`config.mk`:
```
export PLATFORM = sky130hd
export DESIGN_NAME = irq_mode_ctrl
export DESIGN_NICKNAME = d
export VERILOG_FILES = /design/src/rtl/irq_mode_pkg.sv /design/src/rtl/irq_mode_sync.sv /design/src/rtl/irq_mode_regs.sv /design/src/rtl/irq_mode_detect.sv /design/src/rtl/irq_mode_ctrl.sv
export SDC_FILE = /design/constraint.sdc
export NUM_CORES = 1
export LEC_CHECK = 0
export BUFFER_PORTS_ARGS = -buffer_cell sky130_fd_sc_hd__clkbuf_2
export CAP_MARGIN = 20
export CORE_ASPECT_RATIO = 1.25
export CORE_UTILIZATION = 50
export DETAILED_ROUTE_END_ITERATION = 8
export HOLD_SLACK_MARGIN = 0.08
export PLACE_DENSITY = 0.74
export SLEW_MARGIN = 20
export SYNTH_ARGS = -nofsm -noshare
export SYNTH_HDL_FRONTEND = slang
export SYNTH_SLANG_ARGS = --single-unit
```
`constraint.sdc`:
```
create_clock -name clk_i -period 2.91 [get_ports clk_i]
set_clock_uncertainty 0.05 [all_clocks]
set_input_delay 0.582 -clock clk_i [delete_from_list [all_inputs] [get_ports clk_i]]
set_output_delay 0.582 -clock clk_i [all_outputs]
set_load 0.05 [all_outputs]
```
`src/rtl/irq_mode_pkg.sv`:
```
`timescale 1ns/1ps
package irq_mode_pkg;

    localparam int ADDR_W = 3;
    localparam int DATA_W = 8;

    // Register addresses seen by the read/write port
    typedef enum logic [ADDR_W-1:0] {
        REG_STATUS  = 3'd0,
        REG_ENABLE  = 3'd1,
        REG_MODE_HI = 3'd2,
        REG_MODE_LO = 3'd3,
        REG_CTRL    = 3'd4
    } reg_addr_e;

    // Per-source trigger code, {high bit, low bit}
    typedef enum logic [1:0] {
        TRIG_RISE  = 2'b00,
        TRIG_FALL  = 2'b01,
        TRIG_LEVEL = 2'b10,
        TRIG_OFF   = 2'b11
    } trig_e;

    // Pin shaping selected by the control register
    typedef enum logic [1:0] {
        POL_HIGH   = 2'b00,
        POL_LOW    = 2'b01,
        POL_QUIET0 = 2'b10,
        POL_QUIET1 = 2'b11
    } pol_e;

    // Edge events derived for one source
    typedef struct packed {
        logic rise;
        logic fall;
    } edge_s;

    function automatic trig_e trig_of(input logic hi, input logic lo);
        return trig_e'({hi, lo});
    endfunction

    function automatic edge_s edges_of(input logic cur, input logic prev);
        edge_s e;
        e.rise = cur & ~prev;
        e.fall = ~cur & prev;
        return e;
    endfunction

    function automatic logic pin_drive(input pol_e p, input logic any);
        logic r;
        case (p)
            POL_HIGH: r = any;
            POL_LOW:  r = ~any;
            default:  r = 1'b0;
        endcase
        return r;
    endfunction

endpackage

```
`src/rtl/irq_mode_sync.sv`:
```
`timescale 1ns/1ps
module irq_mode_sync #(
    parameter int NSRC   = 8,
    parameter int STAGES = 2
) (
    input  logic            clk_i,
    input  logic            rst_i,
    input  logic [NSRC-1:0] raw_i,
    output logic [NSRC-1:0] cur_o,
    output logic [NSRC-1:0] prev_o
);

    localparam int LAST = STAGES - 1;

    logic [NSRC-1:0] stage_q [STAGES];
    logic [NSRC-1:0] prev_q;

    for (genvar g = 0; g < STAGES; g++) begin : g_stage
        if (g == 0) begin : g_first
            always_ff @(posedge clk_i) begin
                if (rst_i) stage_q[g] <= '0;
                else       stage_q[g] <= raw_i;
            end
        end else begin : g_next
            always_ff @(posedge clk_i) begin
                if (rst_i) stage_q[g] <= '0;
                else       stage_q[g] <= stage_q[g-1];
            end
        end
    end

    always_ff @(posedge clk_i) begin
        if (rst_i) prev_q <= '0;
        else       prev_q <= stage_q[LAST];
    end

    assign cur_o  = stage_q[LAST];
    assign prev_o = prev_q;

endmodule

```
`src/rtl/irq_mode_regs.sv`:
```
`timescale 1ns/1ps
module irq_mode_regs
    import irq_mode_pkg::*;
#(
    parameter int NSRC = 8
) (
    input  logic              clk_i,
    input  logic              rst_i,
    input  logic              wr_en_i,
    input  logic [ADDR_W-1:0] wr_addr_i,
    input  logic [DATA_W-1:0] wr_data_i,
    input  logic              rd_en_i,
    input  logic [ADDR_W-1:0] rd_addr_i,
    input  logic [NSRC-1:0]   status_i,
    output logic [DATA_W-1:0] rd_data_o,
    output logic [NSRC-1:0]   enable_o,
    output logic [NSRC-1:0]   mode_hi_o,
    output logic [NSRC-1:0]   mode_lo_o,
    output pol_e              pol_o,
    output logic              status_clr_o
);

    logic [NSRC-1:0]   enable_q;
    logic [NSRC-1:0]   mode_hi_q;
    logic [NSRC-1:0]   mode_lo_q;
    logic [1:0]        ctrl_q;
    logic [DATA_W-1:0] rd_mux;
    logic [DATA_W-1:0] rd_q;

    always_ff @(posedge clk_i) begin
        if (rst_i) begin
            enable_q  <= '0;
            mode_hi_q <= '0;
            mode_lo_q <= '0;
            ctrl_q    <= '0;
        end else if (wr_en_i) begin
            case (wr_addr_i)
                REG_ENABLE:  enable_q  <= wr_data_i[NSRC-1:0];
                REG_MODE_HI: mode_hi_q <= wr_data_i[NSRC-1:0];
                REG_MODE_LO: mode_lo_q <= wr_data_i[NSRC-1:0];
                REG_CTRL:    ctrl_q    <= wr_data_i[1:0];
                default:     ;
            endcase
        end
    end

    always_comb begin
        rd_mux = '0;
        case (rd_addr_i)
            REG_STATUS:  rd_mux = DATA_W'(status_i);
            REG_ENABLE:  rd_mux = DATA_W'(enable_q);
            REG_MODE_HI: rd_mux = DATA_W'(mode_hi_q);
            REG_MODE_LO: rd_mux = DATA_W'(mode_lo_q);
            REG_CTRL:    rd_mux = DATA_W'(ctrl_q);
            default:     rd_mux = '0;
        endcase
    end

    always_ff @(posedge clk_i) begin
        if (rst_i)        rd_q <= '0;
        else if (rd_en_i) rd_q <= rd_mux;
    end

    assign rd_data_o    = rd_q;
    assign enable_o     = enable_q;
    assign mode_hi_o    = mode_hi_q;
    assign mode_lo_o    = mode_lo_q;
    assign pol_o        = pol_e'(ctrl_q);
    assign status_clr_o = rd_en_i && (rd_addr_i == REG_STATUS);

endmodule

```
`src/rtl/irq_mode_detect.sv`:
```
`timescale 1ns/1ps
module irq_mode_detect
    import irq_mode_pkg::*;
#(
    parameter int NSRC = 8
) (
    input  logic            clk_i,
    input  logic            rst_i,
    input  logic [NSRC-1:0] cur_i,
    input  logic [NSRC-1:0] prev_i,
    input  logic [NSRC-1:0] enable_i,
    input  logic [NSRC-1:0] mode_hi_i,
    input  logic [NSRC-1:0] mode_lo_i,
    input  logic            clr_i,
    output logic [NSRC-1:0] status_o
);

    logic [NSRC-1:0] status_q;

    for (genvar i = 0; i < NSRC; i++) begin : g_src
        trig_e trig;
        edge_s ev;
        logic  hit;

        always_comb begin
            trig = trig_of(mode_hi_i[i], mode_lo_i[i]);
            ev   = edges_of(cur_i[i], prev_i[i]);
            case (trig)
                TRIG_RISE: hit = ev.rise;
                TRIG_FALL: hit = ev.fall;
                default:   hit = 1'b0;
            endcase
        end

        always_ff @(posedge clk_i) begin
            if (rst_i) begin
                status_q[i] <= 1'b0;
            end else if (trig == TRIG_LEVEL) begin
                status_q[i] <= cur_i[i] & enable_i[i];
            end else begin
                // a fresh edge outranks a clear on the same edge
                status_q[i] <= (hit & enable_i[i]) | (status_q[i] & ~clr_i);
            end
        end
    end

    assign status_o = status_q;

endmodule

```
`src/rtl/irq_mode_ctrl.sv`:
```
`timescale 1ns/1ps
module irq_mode_ctrl
    import irq_mode_pkg::*;
#(
    parameter int NSRC       = 8,
    parameter int SYNC_DEPTH = 2
) (
    input  logic              clk_i,
    input  logic              rst_i,
    input  logic              wr_en_i,
    input  logic [ADDR_W-1:0] wr_addr_i,
    input  logic [DATA_W-1:0] wr_data_i,
    input  logic              rd_en_i,
    input  logic [ADDR_W-1:0] rd_addr_i,
    output logic [DATA_W-1:0] rd_data_o,
    input  logic [NSRC-1:0]   cond_i,
    output logic              irq_o
);

    logic [NSRC-1:0] cur_s;
    logic [NSRC-1:0] prev_s;
    logic [NSRC-1:0] mask_q;
    logic [NSRC-1:0] mode_hi_q;
    logic [NSRC-1:0] mode_lo_q;
    logic [NSRC-1:0] status_q;
    pol_e            pol_q;
    logic            clr_s;

    irq_mode_sync #(.NSRC(NSRC), .STAGES(SYNC_DEPTH)) u_sync (
        .clk_i  (clk_i),
        .rst_i  (rst_i),
        .raw_i  (cond_i),
        .cur_o  (cur_s),
        .prev_o (prev_s)
    );

    irq_mode_regs #(.NSRC(NSRC)) u_regs (
        .clk_i        (clk_i),
        .rst_i        (rst_i),
        .wr_en_i      (wr_en_i),
        .wr_addr_i    (wr_addr_i),
        .wr_data_i    (wr_data_i),
        .rd_en_i      (rd_en_i),
        .rd_addr_i    (rd_addr_i),
        .status_i     (status_q),
        .rd_data_o    (rd_data_o),
        .enable_o     (mask_q),
        .mode_hi_o    (mode_hi_q),
        .mode_lo_o    (mode_lo_q),
        .pol_o        (pol_q),
        .status_clr_o (clr_s)
    );

    irq_mode_detect #(.NSRC(NSRC)) u_detect (
        .clk_i     (clk_i),
        .rst_i     (rst_i),
        .cur_i     (cur_s),
        .prev_i    (prev_s),
        .enable_i  (mask_q),
        .mode_hi_i (mode_hi_q),
        .mode_lo_i (mode_lo_q),
        .clr_i     (clr_s),
        .status_o  (status_q)
    );

    assign irq_o = pin_drive(pol_q, |(status_q & mask_q));

endmodule

```
==> flow_summary.json <==
{
  "status": "complete, no violations",
  "cts_max_path_buffers": 2,
  "finalHoldViolCount": 0,
  "coreArea_um2": 5120,
  "yosysTopAreaCellShare_pct": 49.0,
  "slew_viol_final": 0,
  "grt_use_total_pct": 22.0,
  "max-cap-violations": 0,
  "diodes": 0,
  "synth_edf_count": 0,
  "rows": 29,
  "yosysSeqAreaShare_pct": 49.0,
  "hold_buffers": 0,
  "instances_no_fill": 390,
  "overflow": 0,
  "cts_setup_buffers": 0,
  "syn_area_um2": 2700,
  "drtPass1Iterations": 4,
  "ant_nets": 0,
  "grt_pass1_wl_mm": 9.06,
  "netlist_top_cells_count": "dfxtp_1, nand2_1, nor2b_1",
  "p_per_area_nw_per_um2": 591,
  "critPathMaxFanout": 4,
  "p_total_uw": 1820,
  "start_kind": "register",
  "reg2reg_slack_ns": 1.63,
  "cts_tree": "built",
  "period_needed_ns": 2.26,
  "worstPathArrival_ns": 1.62,
  "synth.area.top_cells": "dfxtp_1, mux2i_1, nor2b_1",
  "syn_avg_cell_area_um2": 9.26,
  "cts-root-buf": "clkbuf_8",
  "htreeDepth": 3,
  "vias": 2079,
  "fillers": 492,
  "synth-main-ff-cell": "dfxtp_1",
  "rsz0062_at_grt": "no",
  "place.gp.congestion": 0.753,
  "netlist_instances": 291,
  "crit_type": "register to primary output",
  "max_clock_freq_mhz": 443,
  "syn_nets": 317,
  "end_kind": "primary output",
  "reg2reg_depth": 4,
  "start_util_pct": 52.7,
  "grt_max_degree": 27,
  "initialDrtViolationCount": 97,
  "vias_per_cell": 5.33,
  "clock_sinks": 66,
  "drc": 0,
  "die_w_um": 67.7,
  "grt_pass1_vias": 1970,
  "synth-seq-cells": 66,
  "clk_latency_ns": 0.34,
  "drive_gt1_share_pct": 15.9,
  "crit_required_ns": 2.28,
  "yosysWarnings": 0,
  "dp_hpwl_mm": 3.68,
  "area_growth_pct": 13.9,
  "cts_made_buffers": 9,
  "tns_ns": 0,
  "worst_pin_slew_ns": 0.620,
  "hold_class": "register to register",
  "dieHeight_um": 84.1,
  "port_buffers": 34,
  "clkTransAtPathRegs_ns": 0.07,
  "wl_mm": 5.44,
  "ys_types": 30,
  "antenna_found_initial": 0,
  "fin_ws_ns": 0.654,
  "place_ws_ns": 0.910,
  "io_pins": 35,
  "cts-resized-gates": 0,
  "wl_per_cell_um": 13.9,
  "finalNetCount": 350,
  "synth-async-reset-ratio_pct": 0,
  "fin_crit_sh_pct": 77.5,
  "hold_path_depth": 1,
  "dp_cells": 375,
  "die_area_um2": 5690,
  "yosys.area.top_type": "dfxtp_1",
  "yosysMostFrequentCell": "dfxtp_1",
  "ir_drop_mv": 0.438,
  "leakage_uw": 0.00121,
  "max_slew_margin_pct": 58.7,
  "finalSetupViolCount": 0
}
-- layout make-up --
class                   count  area, um^2  area share (%)
well taps                  62        77.6            2.53
repair buffers             36         185            6.03
multi-input cells         211        1300            42.4
clock buffers              12         145            4.73
clock inverters             3        40.0            1.30
flip-flops and latches     66        1320            43.0
-- flip-flops by register name, indices dropped and copies added, names as in the netlist --
register           flops
u_regs.mode_hi_o       8
u_regs.enable_o        8
u_detect.status_o      8
u_regs.rd_data_o       8
u_sync.prev_o          8
u_regs.mode_lo_o       8
u_sync.stage_q        16
u_regs.pol_o           2
-- worst max-delay path: stages (launching register included) --
cell      delay, ns
dfxtp_1        0.35
a22oi_1        0.26
nand4_1        0.16
xnor2_1        0.15
nor2_1         0.09
clkbuf_2       0.28
-- cells in the final DEF (no fill, tap or decap), drive strengths merged, types with 8 or more instances in the layout --
cell,n
a21oi,25
and3b,10
clkbuf,46
dfxtp,66
mux2i,22
nand2,35
nand2b,10
nand3,10
nor2,20
nor2b,34
nor3b,8
o21ai,14
-- kinds of logic after synthesis --
| group | share of synthesized area [%] |
|---|---|
| mux | 9.98 |
| buf+inv | 2.69 |
| xor+xnor | 0.325 |
| compound gates | 10.5 |
| simple gates | 27.4 |
| flops | 49.0 |
-- through the flow --
stage	cell area [um^2]	hold slack (ns)	utilization, %
after global routing	3070	0.394	60.0
after CTS	3070	0.388	60.0
after floorplan	2700	0.364	-
final	3070	0.388	60.0
after detailed placement	2890	0.371	56.4
after global placement	2890	0.367	56.4
-- worst paths after layout --
path,endpoint,start
hold reg to reg,u_sync.stage_q[1][0],u_sync.stage_q[0][0]
setup / recovery,irq_o,u_regs.enable_o[5]
setup reg to reg,u_regs.rd_data_o[0],u_regs.mode_lo_o[0]
hold / removal,u_sync.stage_q[1][0],u_sync.stage_q[0][0]
-- power by group --
part           switching, uW  leakage, uW  internal, uW  total (uW)
Clock                    325    0.0000962           412         737
Sequential              15.2     0.000538           930         945
Combinational           80.9     0.000579          52.3         133
Total                    421      0.00121          1390        1820
-- metal layers --
layer	track usage (%)	share of wire, %	vias to the layer above
met5	0	0	-
met4	12.6	2.0	0
met3	4.10	3.4	9
met2	34.5	48	41
met1	27.2	47	965
li1	-	-	1064
(Power assumes the default switching activity.)
